--- src/rtl/bp_pkg.sv ---
package bp_pkg;
  localparam int PRIO_W = 8;
  localparam int BP_W   = 3;
  localparam int REG_W  = 32;
  localparam logic [BP_W-1:0] BP_NO_PREEMPT = 3'd7;

  // floor of the binary point for a given count of implemented priority bits
  function automatic int floor_bp(input int prio_bits);
    int v;
    v = 7 - prio_bits;
    return (v < 0) ? 0 : v;
  endfunction

  // raise a requested setting to the floor
  function automatic logic [BP_W-1:0] clamp_bp(input logic [BP_W-1:0] req,
                                               input logic [BP_W-1:0] lo);
    return (req < lo) ? lo : req;
  endfunction
endpackage

--- src/rtl/bp_store.sv ---
module bp_store
  import bp_pkg::*;
#(
  parameter logic [BP_W-1:0] MIN_BP = 3'd2
) (
  input  logic            clk,
  input  logic            rst_n,
  input  logic            wr_en,
  input  logic [BP_W-1:0] wr_val,
  output logic [BP_W-1:0] bp_q
);
  logic [BP_W-1:0] bp_next;

  assign bp_next = clamp_bp(wr_val, MIN_BP);

  always_ff @(posedge clk or negedge rst_n) begin
    if (!rst_n)     bp_q <= MIN_BP;
    else if (wr_en) bp_q <= bp_next;
  end
endmodule

--- src/rtl/bp_mask_gen.sv ---
module bp_mask_gen
  import bp_pkg::*;
(
  input  logic [BP_W-1:0]   bp,
  output logic [PRIO_W-1:0] mask
);
  for (genvar i = 0; i < PRIO_W; i++) begin : g_bit
    localparam logic [3:0] IDX = 4'(i);
    // a bit belongs to the group part when it sits above the binary point
    assign mask[i] = (IDX > {1'b0, bp});
  end
endmodule

--- src/rtl/bp_preempt_cmp.sv ---
module bp_preempt_cmp
  import bp_pkg::*;
(
  input  logic [BP_W-1:0]   bp,
  input  logic [PRIO_W-1:0] mask,
  input  logic [PRIO_W-1:0] pend_prio,
  input  logic [PRIO_W-1:0] run_prio,
  output logic [PRIO_W-1:0] pend_grp,
  output logic [PRIO_W-1:0] run_grp,
  output logic              preempt
);
  logic grp_lower;

  assign pend_grp  = pend_prio & mask;
  assign run_grp   = run_prio & mask;
  assign grp_lower = (pend_grp < run_grp);
  assign preempt   = grp_lower && (bp != BP_NO_PREEMPT);
endmodule

--- src/rtl/bp_split_reg.sv ---
module bp_split_reg
  import bp_pkg::*;
#(
  parameter int PRIO_BITS = 5
) (
  input  logic        clk,
  input  logic        rst_n,
  input  logic        wr_en,
  input  logic [31:0] wr_data,
  input  logic        rd_en,
  output logic [31:0] rd_data,
  input  logic [7:0]  pend_prio,
  input  logic [7:0]  run_prio,
  output logic [7:0]  grp_mask,
  output logic        preempt
);
  localparam logic [BP_W-1:0] MIN_BP = BP_W'(floor_bp(PRIO_BITS));

  logic [BP_W-1:0]   bp_q;
  logic [PRIO_W-1:0] pend_grp;
  logic [PRIO_W-1:0] run_grp;
  logic              unused_hi;

  assign unused_hi = ^wr_data[REG_W-1:BP_W];

  bp_store #(.MIN_BP(MIN_BP)) u_store (
    .clk    (clk),
    .rst_n  (rst_n),
    .wr_en  (wr_en),
    .wr_val (wr_data[BP_W-1:0]),
    .bp_q   (bp_q)
  );

  bp_mask_gen u_mask (
    .bp   (bp_q),
    .mask (grp_mask)
  );

  bp_preempt_cmp u_cmp (
    .bp        (bp_q),
    .mask      (grp_mask),
    .pend_prio (pend_prio),
    .run_prio  (run_prio),
    .pend_grp  (pend_grp),
    .run_grp   (run_grp),
    .preempt   (preempt)
  );

  assign rd_data = rd_en ? {{(REG_W-BP_W){1'b0}}, bp_q} : '0;
endmodule

--- config.mk ---
export PLATFORM = sky130hd
export DESIGN_NAME = bp_split_reg
export DESIGN_NICKNAME = d
export VERILOG_FILES = /design/src/rtl/bp_pkg.sv /design/src/rtl/bp_store.sv /design/src/rtl/bp_mask_gen.sv /design/src/rtl/bp_preempt_cmp.sv /design/src/rtl/bp_split_reg.sv
export SDC_FILE = /design/constraint.sdc
export NUM_CORES = 1
export LEC_CHECK = 0
export BUFFER_PORTS_ARGS = -buffer_cell sky130_fd_sc_hd__clkbuf_2
export CAP_MARGIN = 20
export CORE_ASPECT_RATIO = 1.2
export CORE_MARGIN = 5
export CORE_UTILIZATION = 31
export DETAILED_ROUTE_END_ITERATION = 16
export GPL_TIMING_DRIVEN = 0
export HOLD_SLACK_MARGIN = 0.05
export PLACE_DENSITY = 0.94
export SLEW_MARGIN = 20
export SYNTH_ARGS = -nofsm -noshare
export SYNTH_HDL_FRONTEND = slang
export SYNTH_SLANG_ARGS = --single-unit
--- constraint.sdc ---
create_clock -name clk -period 2.8 [get_ports clk]
set_input_delay 0.14 -clock clk [delete_from_list [all_inputs] [get_ports clk]]
set_output_delay 0.14 -clock clk [all_outputs]
set_load 0.1 [all_outputs]
## Yosys cells after proc, flatten, opt, wreduce, memory -nomap -nowiden

Index checks and enable logic that the tools add are counted.

| cells by class | value |
|---|---|
| magnitude comparators | 9 |
| equal/unequal tests | 1 |
| muxes and demuxes | 2 |
| bitwise logic cells | 2 |
| reduce and logical (&&, ||, !) cells | 1 |

Operators with widths:

| operator | count |
|---|---|
| 8-bit AND | 2 |
| 3-bit > comparator (first input constant) | 4 |
| 8-bit < comparator | 1 |
| 2-bit by 3-bit > comparator with 1-bit output (first input constant) | 2 |
| 3-bit 2-to-1 mux | 2 |
| 1-bit by 3-bit > comparator with 1-bit output (first input constant) | 1 |
| 3-bit by 2-bit < comparator with 1-bit output (second input constant) | 1 |
| 3-bit inequality test (second input constant) | 1 |
| 1-bit logical AND | 1 |

| word-level totals | value |
|---|---|
| register bits after elaboration | 3 |
| input bits | 52 |
| output and inout bits | 41 |
| word-level logic and storage cells | 16 |

## Depth between registers and ports, before layout

| depth | value |
|---|---|
| depth in word-level cells | 4 |
| gate-level depth with buffers | 7 |
| depth with buffers taken out | 6 |

## By module

A second synthesis with hierarchy kept.

| second synthesis, totals | value |
|---|---|
| cell total of the unflattened synthesis | 93 |
| area, all modules | 676.9 um^2 |

Modules (own cells, without submodules):

| module | instances | cells each | area an instance (um^2) | sequential area each (um^2) |
|---|---|---|---|---|
| bp_preempt_cmp | 1 | 41 | 272.8 | 0.0 |
| bp_split_reg | 1 | 33 | 240.2 | 0.0 |
| bp_store | 1 | 10 | 121.4 | 76.3 |
| bp_mask_gen | 1 | 9 | 42.5 | 0.0 |

## Least setup slack after synthesis

No wires, ideal clock.

| timing | value |
|---|---|
| path kind | reg2out |
| from | register u_store.bp_q[2] |
| to | output port preempt |
| arrival time | 4,769 ps |
| data required time | 2,660 ps |
| slack | -2,109 ps |
| stages on the path, launching flop included | 8 |
| buffers on the path | 1 |
| cell sequence | dfrtp_1 > buf_4 > a21oi_1 > and2_1 > ha_1 > o21ai_0 > a211oi_1 > nor3_1 |

| on the way | value |
|---|---|
| cells in the longest elaborated chain, start to end | 4 |
| elaborated cells between the ends (all ways) | 12 |
| classes of those cells | order compare (8); eq/ne (1); bitwise (2); reduce/logical (1) |

RTL lines:

| item | RTL line | RTL |
|---|---|---|
| from (decl) | bp_store.sv:10 | `output logic [BP_W-1:0] bp_q` |
| from (signal assigned) | bp_store.sv:18 | `else if (wr_en) bp_q <= bp_next;` |
| 2-bit by 3-bit > comparator with 1-bit output * | bp_mask_gen.sv:10 | `assign mask[i] = (IDX > {1'b0, bp});` |
| named net grp_mask[3] | bp_split_reg.sv:14 | `output logic [7:0] grp_mask,` |
| 8-bit AND (on tied branches) | bp_preempt_cmp.sv:14, bp_preempt_cmp.sv:15 |  |
| 8-bit < comparator * | bp_preempt_cmp.sv:16 | `assign grp_lower = (pend_grp < run_grp);` |
| 1-bit logical AND * | bp_preempt_cmp.sv:17 | `assign preempt = grp_lower && (bp != BP_NO_PREEMPT);` |
| to (decl) | bp_split_reg.sv:15 | `output logic preempt` |

Mark *: on every way through the listed nets, which the timed path passes. The rest lies on a longest branch.

## Final worst setup path

| timing | value |
|---|---|
| from | register u_store.bp_q[1] |
| to | output port preempt |

| on the way | value |
|---|---|
| cells in the longest elaborated chain, start to end | 4 |
| elaborated cells between the ends (all ways) | 12 |
| classes of those cells | order compare (8); eq/ne (1); bitwise (2); reduce/logical (1) |

RTL lines:

| item | RTL line |
|---|---|
| 1-bit by 3-bit > comparator with 1-bit output, or another cell as far along | bp_mask_gen.sv:10 |
| 8-bit AND (on tied branches) | bp_preempt_cmp.sv:14, bp_preempt_cmp.sv:15 |
| 8-bit < comparator | bp_preempt_cmp.sv:16 |
| 1-bit logical AND * | bp_preempt_cmp.sv:17 |

Mark *: on every way between the ends. The rest lies on a longest branch, timed or not.

==> flow_summary.yaml <==
routing:
  via_count: 620
  detail-route-antenna-nets: 0
  detail_route.first_pass.iterations: 4
  drt_first_iter_violations: 4
  vias_per_cell: 3.735
  post_drt_wl_per_cell_microns: 8.608
  drc_errors: 0
  route.final.wire_length_microns: 1429
sta:
  setup_tns_ns: 0
  min_period_over_period_pct: 93.02
  final-setup-viol-count: 0
  whs_ns: 0.1470
  grt_setup_unrepaired: "no"
  worst_slew_pin_slew_ns: 0.5478
  fin_worst_skew_ns: 0
  fin_crit_ns: 2.605
  slew_viol_final: 0
  achievable-frequency_mhz: 383.9
  max-slew-margin-rel_pct: 63.64
  report.final.hold_viol_count: 0
power_and_ir_drop:
  switching_share_pct: 67.14
  leakage_nw: 0.5932
  switching_power_w: 0.0003751
  p_per_area_nw_per_um2: 558.8
  internal_power_w: 0.0001835
  clkPwrFrac_pct: 13.4
  share_seq_of_total_power_pct: 9.8
  comb_power_share_pct: 76.8
  power.ir.vdd_worst_uv: 388.1
yosys:
  synthMostInstantiatedCell: "sky130_fd_sc_hd__buf_4"
  number_of_distinct_standard_cells_referenced_by_the_synthesized_netlist: 23
  synth_fa_ha_area_share_pct: 12.27
  synth-warning-count: 0
  synth_register_bits: 3
  synth-xor-area-share_pct: 0
  synth_largest_type_area_fraction_pct: 38.04
  synth_area_leaders: "sky130_fd_sc_hd__buf_4, sky130_fd_sc_hd__ha_1, sky130_fd_sc_hd__and2_1"
  post_synthesis_async_set_or_reset_flop_share_pct: 100.0
  muxShareOfSynthArea_pct: 0
  synth_edf_count: 0
  top_cell_type_by_total_area_after_synthesis: "sky130_fd_sc_hd__buf_4"
  synth.avg_cell_area_sq_um: 7.461
  synthTopCellsByCount: "sky130_fd_sc_hd__buf_4, sky130_fd_sc_hd__and2_1, sky130_fd_sc_hd__nand2_1"
  yosys_most_used_dff: "sky130_fd_sc_hd__dfrtp_1"
  synth_simple_gate_area_share_pct: 22.09
  seq_area_frac_synth_pct: 12.47
  post_synth_instance_area_sq_um: 611.8
  combinational_family_with_the_most_area_after_synthesis: "buffers and inverters"
  synthCells: 82
  synth-compound-area-share_pct: 11.86
floorplanning:
  floorplan.io_pins: 93
  floorplan.die.width_microns: 50.56
  die_area_sq_um: 2966
  floorplan.initialDensity_pct: 32.69
  die_height_microns: 58.67
  coreArea_sq_um: 1872
  floorplan.rows: 17
setup_path:
  r2r_slack_ns: 1.85
  largest_incremental_delay_on_the_critical_path_ns: 0.50
  worstReg2RegStart: "u_store.bp_q[1]"
  timing.critical_path.fanout_max: 10
  critPathLaunchType: "register"
  path_cells: "buf_4 > nand3_4 > and2_1 > ha_1 > nand4_1 > o21ai_0 > nor3_4 > clkbuf_2"
  cp.required_ns: 2.66
  cpMaxStageDelayCell: "sky130_fd_sc_hd__dfstp_2"
  worstPathArrival_ns: 2.46
  reg2reg_depth: 2
  critical_path.endpoint_type: "primary output"
  criticalPathCategory: "reg -> out"
  crit-reg2reg-capture: "u_store.bp_q[1]"
clock_network:
  cts-htree-levels: 1
  count_of_buffers_added_by_post_cts_timing_repair_for_setup: 0
  cts_hold_buffers: 1
  clock_network_latency_to_the_later_pin_of_the_worst_skew_pair_ns: 0.23
  cts-buffers-inserted: 3
  cts-resized-gates: 0
  cts_buffer_depth: 2
  cts_tree: "done"
  cts.reportedPaths.clkPinSlew_ns: 0.04
  clock-root-buffer: "sky130_fd_sc_hd__clkbuf_4"
  cts_num_sinks: 3
global_routing:
  grt_first_pass_wirelength_microns: 2180
  antenna_violations_before_repair: 0
  first_global_vias: 521
  grt_max_degree: 11
  grt.overflow.total: 0
  grtUsageTotal_pct: 9.067
min_path:
  holdPathEnd: "u_store.bp_q[0]"
  hold_class: "in -> reg"
  holdPathStages: 2
  min_from: "wr_en"
cells_and_area:
  instances_no_fill: 166
  layout-area-overhead-vs-synth_pct: 63.39
  max_ffs_per_register: 3
  share_of_final_layout_standard_cells_stronger_than_drive_strength_1_pct: 50.34
  reg.largest.list: "u_store.bp_q (3)"
  antenna_cells_inserted: 0
  final_net_count: 206
  fillers: 188
  regMostFlops: "u_store.bp_q"
job:
  max-cap-violations: 0
placed_design:
  gp_congestion: 0.7096
  placedCellCount: 161
  port_bufs: 31
  place.detailed.hpwl_microns: 1280
status:
  run_status: "finished clean"
-- how the worst max path moves through the flow --
stage,from,to,slack [ns],cells after the start
after floorplan,u_store.bp_q[2],preempt,0.009,7
after global placement,u_store.bp_q[1],preempt,0.46,8
after detailed placement,u_store.bp_q[1],preempt,0.42,8
after CTS,u_store.bp_q[1],preempt,0.16,8
after global routing,u_store.bp_q[1],preempt,0.07,8
final,u_store.bp_q[1],preempt,0.20,8
-- power groups by stage --
stage / clock (W) / sequential [W] / combinational (W)
after floorplan: 0 / 0.0000538 / 0.000389
after global placement: 0 / 0.0000554 / 0.000426
after detailed placement: 0 / 0.0000555 / 0.000428
after CTS: 0.0000790 / 0.0000550 / 0.000430
after global routing: 0.0000840 / 0.0000556 / 0.000448
final: 0.0000746 / 0.0000547 / 0.000429
-- per-layer routing --
layer	global-route usage [%]	vias up	wire length, microns
met5	0	-	0
met4	3.285	0	0
met3	3.291	0	216
met2	16.31	36	704
met1	9.480	241	509
li1	-	343	-
-- cell usage in the layout (no fill, tap or decap), types with 2 or more instances in the layout --
| cell type | Yosys | layout |
|---|---|---|
| sky130_fd_sc_hd__and2_1 | 8 | 8 |
| sky130_fd_sc_hd__buf_4 | 31 | 32 |
| sky130_fd_sc_hd__clkbuf_2 | 0 | 31 |
| sky130_fd_sc_hd__clkbuf_4 | 0 | 3 |
| sky130_fd_sc_hd__conb_1 | 1 | 30 |
| sky130_fd_sc_hd__dfrtp_1 | 2 | 2 |
| sky130_fd_sc_hd__ha_1 | 6 | 6 |
| sky130_fd_sc_hd__inv_1 | 3 | 3 |
| sky130_fd_sc_hd__nand2_1 | 8 | 7 |
| sky130_fd_sc_hd__o21ai_0 | 4 | 4 |
-- stage by stage --
| stage | cell area, sq um | utilization [%] | power, W | worst slack [ns] |
|---|---|---|---|---|
| 6_report | 999.7 | 53.41 | 0.0005586 | 0.1954 |
| 5_1_grt | 999.7 | 53.41 | 0.0005872 | 0.07243 |
| 4_1_cts | 999.7 | 53.41 | 0.0005637 | 0.1562 |
| 3_5_place_dp | 963.4 | 51.47 | 0.0004836 | 0.4159 |
| 3_3_place_gp | 963.4 | 51.47 | 0.0004815 | 0.4643 |
| 2_1_floorplan | 784.5 | - | 0.0004425 | 0.008918 |
-- logic make-up (layout without fill, tap and decap cells) --
group,Yosys count,after routing
buffers and inverters,35,71
other,1,30
adder cells (fa/ha/maj),6,6
AND/OR/NAND/NOR,25,25
flip-flops,3,3
AO/OA/AOI/OAI,12,12
-- worst max-delay path, delay by kind of cell (launching register included) --
family	cells	cell delay [ns]
buffers and inverters	2	0.70
AOI/OAI and AO/OA	1	0.14
adders and majority gates	1	0.29
DFF	1	0.50
and+or+nand+nor	4	0.59
-- layout make-up --
| cell class | instances | area (sq um) | area share [%] |
|---|---|---|---|
| clock buffers | 4 | 26.28 | 2.628 |
| plain buffers | 32 | 240.2 | 24.03 |
| multi-input cells | 73 | 456.7 | 45.68 |
| repair buffers | 32 | 165.2 | 16.52 |
| flip-flops and latches | 3 | 76.32 | 7.635 |
| inverters | 3 | 11.26 | 1.126 |
| well taps | 19 | 23.77 | 2.378 |
Power figures use the tool's default switching activity.
